`config.mk`:
```
export PLATFORM = sky130hd
export DESIGN_NAME = sertx_top
export DESIGN_NICKNAME = d
export VERILOG_FILES = /design/src/rtl/sertx_pkg.sv /design/src/rtl/sertx_pace.sv /design/src/rtl/sertx_hold.sv /design/src/rtl/sertx_frame.sv /design/src/rtl/sertx_top.sv
export SDC_FILE = /design/constraint.sdc
export NUM_CORES = 1
export LEC_CHECK = 0
export BUFFER_PORTS_ARGS = -buffer_cell sky130_fd_sc_hd__buf_4
export CELL_PAD_IN_SITES_DETAIL_PLACEMENT = 0
export CELL_PAD_IN_SITES_GLOBAL_PLACEMENT = 2
export CORE_ASPECT_RATIO = 1.2
export CORE_MARGIN = 1.5
export CORE_UTILIZATION = 35
export CTS_BUF_LIST = sky130_fd_sc_hd__clkbuf_8
export DETAILED_ROUTE_END_ITERATION = 16
export PLACE_DENSITY = 0.82
export SETUP_SLACK_MARGIN = 0.2
export SYNTH_ARGS = -nofsm -noshare
export SYNTH_HDL_FRONTEND = slang
export SYNTH_HIERARCHICAL = 1
export SYNTH_SLANG_ARGS = --single-unit
```
`constraint.sdc`:
```
create_clock -name clk -period 2.98 [get_ports clk]
set_input_delay 0.596 -clock clk [delete_from_list [all_inputs] [get_ports clk]]
set_output_delay 0.596 -clock clk [all_outputs]
set_load 0.02 [all_outputs]
```
`src/rtl/sertx_pkg.sv`:
```
`timescale 1ns/1ps
package sertx_pkg;
  localparam int WORD_W  = 8;
  localparam int MIN_LEN = 5;

  typedef enum logic [2:0] {
    ST_IDLE, ST_START, ST_DATA, ST_PAR, ST_STOP, ST_BRK
  } tx_state_e;

  // index of the last data bit for a length code
  function automatic logic [2:0] last_data_idx(input logic [1:0] lc);
    return 3'(MIN_LEN - 1) + 3'(lc);
  endfunction

  // parity bit over the active data bits
  function automatic logic parity_bit(input logic [WORD_W-1:0] w,
                                      input logic [1:0] lc,
                                      input logic [1:0] kind);
    logic [WORD_W-1:0] m;
    logic x;
    m = {WORD_W{1'b1}} >> (2'd3 - lc);
    x = ^(w & m);
    case (kind)
      2'd0: return x;
      2'd1: return ~x;
      2'd2: return 1'b0;
      default: return 1'b1;
    endcase
  endfunction
endpackage

```
`src/rtl/sertx_pace.sv`:
```
`timescale 1ns/1ps
module sertx_pace #(
  parameter int SUB_W = 4
) (
  input  logic             clk,
  input  logic             rst_n,
  input  logic             tick,
  input  logic             x1,
  input  logic             restart,
  output logic             bit_end,
  output logic [SUB_W-1:0] ticks_in_bit
);
  logic [SUB_W-1:0] sub;

  assign bit_end      = tick & (x1 | (&sub));
  assign ticks_in_bit = sub;

  always_ff @(posedge clk) begin
    if (!rst_n)                sub <= '0;
    else if (restart | bit_end) sub <= '0;
    else if (tick)             sub <= sub + 1'b1;
  end


  tick_count_chk: assert property (@(posedge clk) disable iff (!rst_n)
    (tick && !restart && !bit_end) |=> (ticks_in_bit == $past(ticks_in_bit) + 1'b1));
endmodule

```
`src/rtl/sertx_hold.sv`:
```
`timescale 1ns/1ps
module sertx_hold #(
  parameter int W = 8
) (
  input  logic         clk,
  input  logic         rst_n,
  input  logic         load,
  input  logic [W-1:0] load_data,
  input  logic         clear,
  output logic         full,
  output logic [W-1:0] data
);
  always_ff @(posedge clk) begin
    if (!rst_n) begin
      full <= 1'b0;
      data <= '0;
    end else if (load) begin
      full <= 1'b1;
      data <= load_data;
    end else if (clear) begin
      full <= 1'b0;
    end
  end


  no_overwrite_chk: assert property (@(posedge clk) disable iff (!rst_n)
    load |-> !full);
endmodule

```
`src/rtl/sertx_frame.sv`:
```
`timescale 1ns/1ps
module sertx_frame import sertx_pkg::*; (
  input  logic              clk,
  input  logic              rst_n,
  input  logic              bit_end,
  input  logic              go_char,
  input  logic              go_brk,
  input  logic              end_brk,
  input  logic              abort,
  input  logic [WORD_W-1:0] load_word,
  input  logic [1:0]        len_code,
  input  logic              par_en,
  input  logic [1:0]        par_kind,
  input  logic              two_stop,
  output tx_state_e         st,
  output logic              txd,
  output logic              restart,
  output logic              start_done
);
  logic [WORD_W-1:0] shreg;
  logic [2:0]        idx;
  logic              pbit;
  logic              stop2;

  always_ff @(posedge clk) begin
    if (!rst_n) begin
      st    <= ST_IDLE;
      shreg <= '0;
      idx   <= '0;
      pbit  <= 1'b0;
      stop2 <= 1'b0;
    end else begin
      case (st)
        ST_IDLE: begin
          if (go_char) begin
            st    <= ST_START;
            shreg <= load_word;
            pbit  <= parity_bit(load_word, len_code, par_kind);
          end else if (go_brk) begin
            st <= ST_BRK;
          end
        end
        ST_START: begin
          if (abort) st <= ST_IDLE;
          else if (bit_end) begin
            st  <= ST_DATA;
            idx <= '0;
          end
        end
        ST_DATA: begin
          if (bit_end) begin
            shreg <= shreg >> 1;
            if (idx == last_data_idx(len_code)) begin
              st    <= par_en ? ST_PAR : ST_STOP;
              stop2 <= two_stop;
            end else begin
              idx <= idx + 1'b1;
            end
          end
        end
        ST_PAR: begin
          if (bit_end) begin
            st    <= ST_STOP;
            stop2 <= two_stop;
          end
        end
        ST_STOP: begin
          if (bit_end) begin
            if (stop2) stop2 <= 1'b0;
            else       st    <= ST_IDLE;
          end
        end
        ST_BRK: begin
          if (end_brk) begin
            st    <= ST_STOP;
            stop2 <= 1'b0;
          end
        end
        default: st <= ST_IDLE;
      endcase
    end
  end

  always_comb begin
    case (st)
      ST_START: txd = 1'b0;
      ST_DATA:  txd = shreg[0];
      ST_PAR:   txd = pbit;
      ST_BRK:   txd = 1'b0;
      default:  txd = 1'b1;
    endcase
  end

  assign restart    = ((st == ST_IDLE)  & (go_char | go_brk)) |
                      ((st == ST_START) & abort) |
                      ((st == ST_BRK)   & end_brk);
  assign start_done = (st == ST_START) & bit_end & ~abort;


  brk_hold_chk: assert property (@(posedge clk) disable iff (!rst_n)
    (st == ST_BRK && !end_brk) |=> (st == ST_BRK));
endmodule

```
`src/rtl/sertx_top.sv`:
```
`timescale 1ns/1ps
module sertx_top import sertx_pkg::*; #(
  parameter int SUB_W        = 4,
  parameter int COMMIT_TICKS = 3
) (
  input  logic              clk,
  input  logic              rst_n,
  input  logic              bit_tick,
  input  logic              x1_mode,
  input  logic              en_cmd,
  input  logic              dis_cmd,
  input  logic              brk_start,
  input  logic              brk_stop,
  input  logic              wr_stb,
  input  logic [WORD_W-1:0] wr_data,
  input  logic [1:0]        len_code,
  input  logic              par_en,
  input  logic [1:0]        par_kind,
  input  logic              two_stop,
  input  logic              cts_gate,
  input  logic              cts_n,
  input  logic              empty_pin_en,
  output logic              txd,
  output logic              tx_rdy,
  output logic              tx_emt,
  output logic              empty_n
);
  localparam logic [SUB_W-1:0] COMMIT_AT = SUB_W'(COMMIT_TICKS);

  logic              enabled, brk_req;
  tx_state_e         st;
  logic              hold_full;
  logic [WORD_W-1:0] hold_word;
  logic              bit_end, restart, start_done;
  logic [SUB_W-1:0]  ticks_in_bit;

  // named internal events
  logic committed, drop, abort, cts_ok, go_char, go_brk, accept;

  assign committed = (st == ST_START) & ~x1_mode & (ticks_in_bit >= COMMIT_AT);
  assign drop      = dis_cmd & hold_full & ~committed;
  assign abort     = drop & (st == ST_START);
  assign cts_ok    = ~cts_gate | ~cts_n;
  assign go_char   = enabled & cts_ok & hold_full & ~dis_cmd;
  assign go_brk    = brk_req & ~brk_stop;
  assign accept    = wr_stb & enabled & ~dis_cmd & ~hold_full & ~brk_req;

  always_ff @(posedge clk) begin
    if (!rst_n) begin
      enabled <= 1'b0;
      brk_req <= 1'b0;
    end else begin
      if (dis_cmd)     enabled <= 1'b0;
      else if (en_cmd) enabled <= 1'b1;
      if (brk_stop)                  brk_req <= 1'b0;
      else if (brk_start && enabled) brk_req <= 1'b1;
    end
  end

  sertx_pace #(.SUB_W(SUB_W)) u_pace (
    .clk(clk), .rst_n(rst_n), .tick(bit_tick), .x1(x1_mode),
    .restart(restart), .bit_end(bit_end), .ticks_in_bit(ticks_in_bit)
  );

  sertx_hold #(.W(WORD_W)) u_hold (
    .clk(clk), .rst_n(rst_n), .load(accept), .load_data(wr_data),
    .clear(start_done | drop), .full(hold_full), .data(hold_word)
  );

  sertx_frame u_frame (
    .clk(clk), .rst_n(rst_n), .bit_end(bit_end), .go_char(go_char),
    .go_brk(go_brk), .end_brk(brk_stop), .abort(abort),
    .load_word(hold_word), .len_code(len_code), .par_en(par_en),
    .par_kind(par_kind), .two_stop(two_stop), .st(st), .txd(txd),
    .restart(restart), .start_done(start_done)
  );

  assign tx_rdy  = enabled & ~hold_full & ~brk_req;
  assign tx_emt  = ~hold_full & (st == ST_IDLE);
  assign empty_n = ~(empty_pin_en & tx_emt);


  cts_pause_chk: assert property (@(posedge clk) disable iff (!rst_n)
    (st == ST_IDLE && cts_gate && cts_n) |=> (st != ST_START));


  drop_idle_chk: assert property (@(posedge clk) disable iff (!rst_n)
    abort |=> (st == ST_IDLE && !hold_full));


  emt_line_chk: assert property (@(posedge clk) disable iff (!rst_n)
    tx_emt |-> txd);


  rdy_rise_chk: assert property (@(posedge clk) disable iff (!rst_n)
    $rose(tx_rdy) |-> $past(start_done || en_cmd || brk_stop));


  brk_enter_chk: assert property (@(posedge clk) disable iff (!rst_n)
    (brk_req && !brk_stop && st == ST_IDLE && !go_char) |=> (st == ST_BRK));
endmodule

```
==> flow_results.org <==
** Place
- The congestion estimate from routability-driven global placement came to approximately 0.77.
- Summing all placed instances gives a cell area of about 0.0021 mm^2.
- Once detailed placement completed, the half-perimeter wirelength came to 2950 um.
- Prior to clock tree synthesis, the placed netlist has a worst setup slack of 0.605 ns.
- Count of input and output buffers :: 29

** Floorplan
- Once the floorplan was initialized, standard cells occupied 36.4% of the core.
- In this run the vertical extent of the chip is 81.5 um.
- Row generation in the floorplan step produced 28 rows.
- Core Region :: 0.00494 mm^2
- Measured along the x axis, the die boundary spans between 60 and 70 um.
- I/O pins :: 30
- The die covers 0.00558 mm^2.

** Critical path
- Of all nets on the critical path, the largest fanout is 6.
- In this run the critical register-to-register path is captured at u_frame/st[2].
- For the worst flop-to-flop path, the logic depth is 8.
- Critical-path cell list :: ha_1 > nand3_1 > a21boi_0 > inv_1 > a22o_1 > a2111oi_4 > o211ai_1 > o211a_1
- For flop-to-flop paths, the worst setup slack is 0.50 ns.
- Worst path slowest cell :: a2111oi_4
- Delay of the slowest critical-path stage :: 0.45 ns
- Counting both buffers and inverters, the worst setup path holds a total of 1.
- The worst setup path is captured at a flop.
- Grouping stages by cell kind, the critical path spends the most delay in compound AO/OA/AOI/OAI gates.
- Worst r2r src :: u_pace/ticks_in_bit[0]
- Setup Crit Path Kind :: reg -> reg
- STA puts the critical path data required time at 3.15 ns.
- Crit path DAT :: about 2.7 ns
- Crit path launch type :: flop

** Route
- Dividing the detail-routed wire length by the instance count gives ~13 um.
- The routed layout has 1520 vias.
- After detailed routing, the total wire length is between 3000 and 4000 um.
- The count of nets left with antenna violations once routing finished came out at 0.
- Before antenna repair, the detailed router went through 4 iterations.
- After detailed routing, the number of remaining DRC violations is 0.
- In this run, the number of DRC markers left after iteration 0 of detailed routing was 63.
- After detailed routing, the number of vias per cell comes to around 5.

** Power and ir drop
- Leakage power :: roughly 0.00079 uW
- P per Cell Area :: 565 mW/mm^2
- The worst-case IR drop observed on VDD is 0.000202 V.
- Total Power :: between 1000 and 1500 uW

** Logic synthesis
- Leading area contributor after synthesis :: dfxtp_1
- Share of the synthesized area in the top cell type :: 34.5%
- During synthesis, Yosys emitted a total of 6 warnings.
- EDFF count, synth :: 0
- The number of nets in the synthesized netlist is 230.
- Counting flops and latches in the post-synthesis netlist gives 31.
- Fraction of the yosys area taken by sequential cells :: 34.5%
- Number of unique standard cell types used by synthesis :: 48
- After synthesis, the share of flip-flops with an asynchronous set or reset is 0%.
- Most frequently used flop master after synthesis :: dfxtp_1
- Mean Syn Cell Area :: 8.99 um^2
- The synthesized netlist occupies a cell area of 0.00180 mm^2.
- Cell types occupying the most area after synthesis :: dfxtp_1 35%, mux2i_1 7.2%, nand2_1 5.4%
- The cell count after synthesis came out at 200.

** GRT
- The number of antenna violations at the first check in global routing is 0.
- Residual overflow from global routing :: 0
- First-pass GRT wire length :: 6830 um
- Number of global-route vias before repair :: 1445
- Pin count of the biggest net entering global routing :: 17
- Global routing consumed, over all layers together, 16.4% of the routing resources.

** Clock network
- TritonCTS built the clock tree.
- # resized after CTS :: 0
- Count of hold buffers inserted by post-cts repair :: 0
- The later pin in the worst-skew pair is clocked with a latency of 0.28 ns.
- Maximum root-to-sink buffer count :: 2
- Master cell of the clock root buffer :: clkbuf_8
- Clock tree synthesis inserted a total of 5 buffers.
- Clk pin slew, worst setup/hold paths :: ~0.070 ns
- # clock sinks :: 31
- Maximum level of the CTS H-tree :: 2
- Buffers added to address setup during post-CTS repair amount to 0.

** Cells and area
- The filler cells instantiated in the layout total approximately 510.
- Across the whole layout, storage elements account for 621 um^2.
- Leaving out fill and tap cells, the most frequent cells in the layout are 36 x buf_4, 31 x dfxtp_1, 26 x nand2_1, 15 x nor2_1.
- The number of antenna diodes in the final layout is 0.
- Synthesis-to-finish area growth :: 20.9%
- Fraction of layout cells with a size suffix above 1 :: about 22%
- In the final layout, the multi-input gates occupy about 0.0011 mm^2.
- Leaving out fill and tap cells, the most frequent cell in the layout is buf_4.
- The final layout contains 266 nets.
- Summed area of non-filler cells in the final layout :: 0.00217 mm^2

** Status
- Result of the run :: finished clean

** STA
- Subtracting the final worst setup slack from the clock period gives 2.48 ns.
- For the final routed database, the setup TNS stands at 0 ns.
- Final Hold Violating Endpoints :: 0
- In the finished design, the share of the clock period the worst path needs comes to 83.2%.
- Setup violations remaining at the end of the flow were counted as 0.
- Clock Skew :: 0.00762 ns
- At the pin with the least slew margin, the transition time is 0.555 ns.
- Setup repair after global routing left no endpoint under its margin.
- For this run, the top clock speed supported by timing is 403 MHz.
- In the post-route analysis, the smallest setup slack over all paths is 0.500 ns.
- Worst relative slew slack :: 63.0%
- The count of pins over their slew limit was 0.
- The tightest hold path in the finished design has a slack of 0.480 ns.

** Min path
- Counting instances, the worst hold path has a depth of 2.
- For hold timing, the worst endpoint is u_frame/shreg[3].
- In this run the most critical hold path is launched from u_frame/shreg[4].
- Hold Path Class :: reg -> reg

** Run
- Across the run, the number of max-cap violations was 0.
==> cells in the mapped netlist (all sizes together), types with 2 or more instances <==
cell type / number
or3: 4
and2: 2
a21oi: 9
nand3: 2
o211ai: 2
a31oi: 4
buf: 6
nand2b: 3
nor4b: 3
a21boi: 2
o21ai: 9
nor3b: 6
a211oi: 4
xnor2: 7
ha: 4
or3b: 2
a311oi: 7
inv: 7
nor2b: 13
nand2: 27
dfxtp: 31
mux2i: 13
and3b: 2
nor2: 15
==> kinds of logic after synthesis <==
family | share of synthesized area (%)
multiplexers | 7.86
XOR/XNOR | 5.15
flip-flops | 34.5
adder cells (fa/ha/maj) | 2.78
buffers and inverters | 4.52
AND/OR/NAND/NOR | 24.9
AO/OA/AOI/OAI | 20.3
==> power by group <==
| group | leakage, uW | internal (uW) | switching (uW) |
|---|---|---|---|
| Combinational | 0.000496 | 208 | 227 |
| Clock | 0.0000453 | 160 | 162 |
| Sequential | 0.000251 | 438 | 33.6 |
| Total | 0.000792 | 806 | 422 |
==> metal layers <==
layer	vias up	routed length (um)	GRT usage (%)
met5	-	0	0
met4	0	58	5.40
met3	5	142	4.25
met2	25	1980	28.0
met1	699	1750	19.6
li1	791	-	-
==> state kept, by name, indices dropped and copies added (netlist names) <==
name                 cells
u_hold/full              1
brk_req                  1
u_frame/stop2            1
u_frame/idx              3
u_frame/pbit             1
u_frame/shreg            8
u_pace/ticks_in_bit      4
u_frame/st               3
u_hold/data              8
enabled                  1
==> final cells by class <==
cell class	instances	area share, %
clock buffer	5	3.17
clock inverter	3	0.748
inverter	7	1.21
multi-input combinational	155	50.4
sequential	31	28.6
tap	60	3.45
timing repair buffer	36	12.4
==> stage by stage <==
stage               instances  utilization, %
floorplan                 200               -
global placement          289            42.3
detailed placement        289            42.3
CTS                       297            44.0
global route              297            44.0
finish                    297            44.0
==> worst register-to-register path: stages (launching register included) <==
cell	delay [ns]
dfxtp_1	0.42
ha_1	0.25
nand3_1	0.11
a21boi_0	0.38
inv_1	0.16
a22o_1	0.27
a2111oi_4	0.45
o211ai_1	0.19
o211a_1	0.16
==> how the worst max path moves through the flow <==
stage	from	endpoint	slack (ns)	cells past startpoint
6_report	u_pace/ticks_in_bit[0]	u_frame/st[2]	0.50	8
5_1_grt	u_pace/ticks_in_bit[0]	u_frame/st[2]	0.29	8
4_1_cts	u_pace/ticks_in_bit[0]	u_frame/st[2]	0.56	8
3_5_place_dp	u_pace/ticks_in_bit[0]	u_frame/st[2]	0.61	8
3_3_place_gp	u_frame/st[0]	u_hold/full	0.69	8
2_1_floorplan	u_pace/ticks_in_bit[0]	u_frame/st[2]	0.58	8
Note: power is estimated with default switching activity, not from simulation.
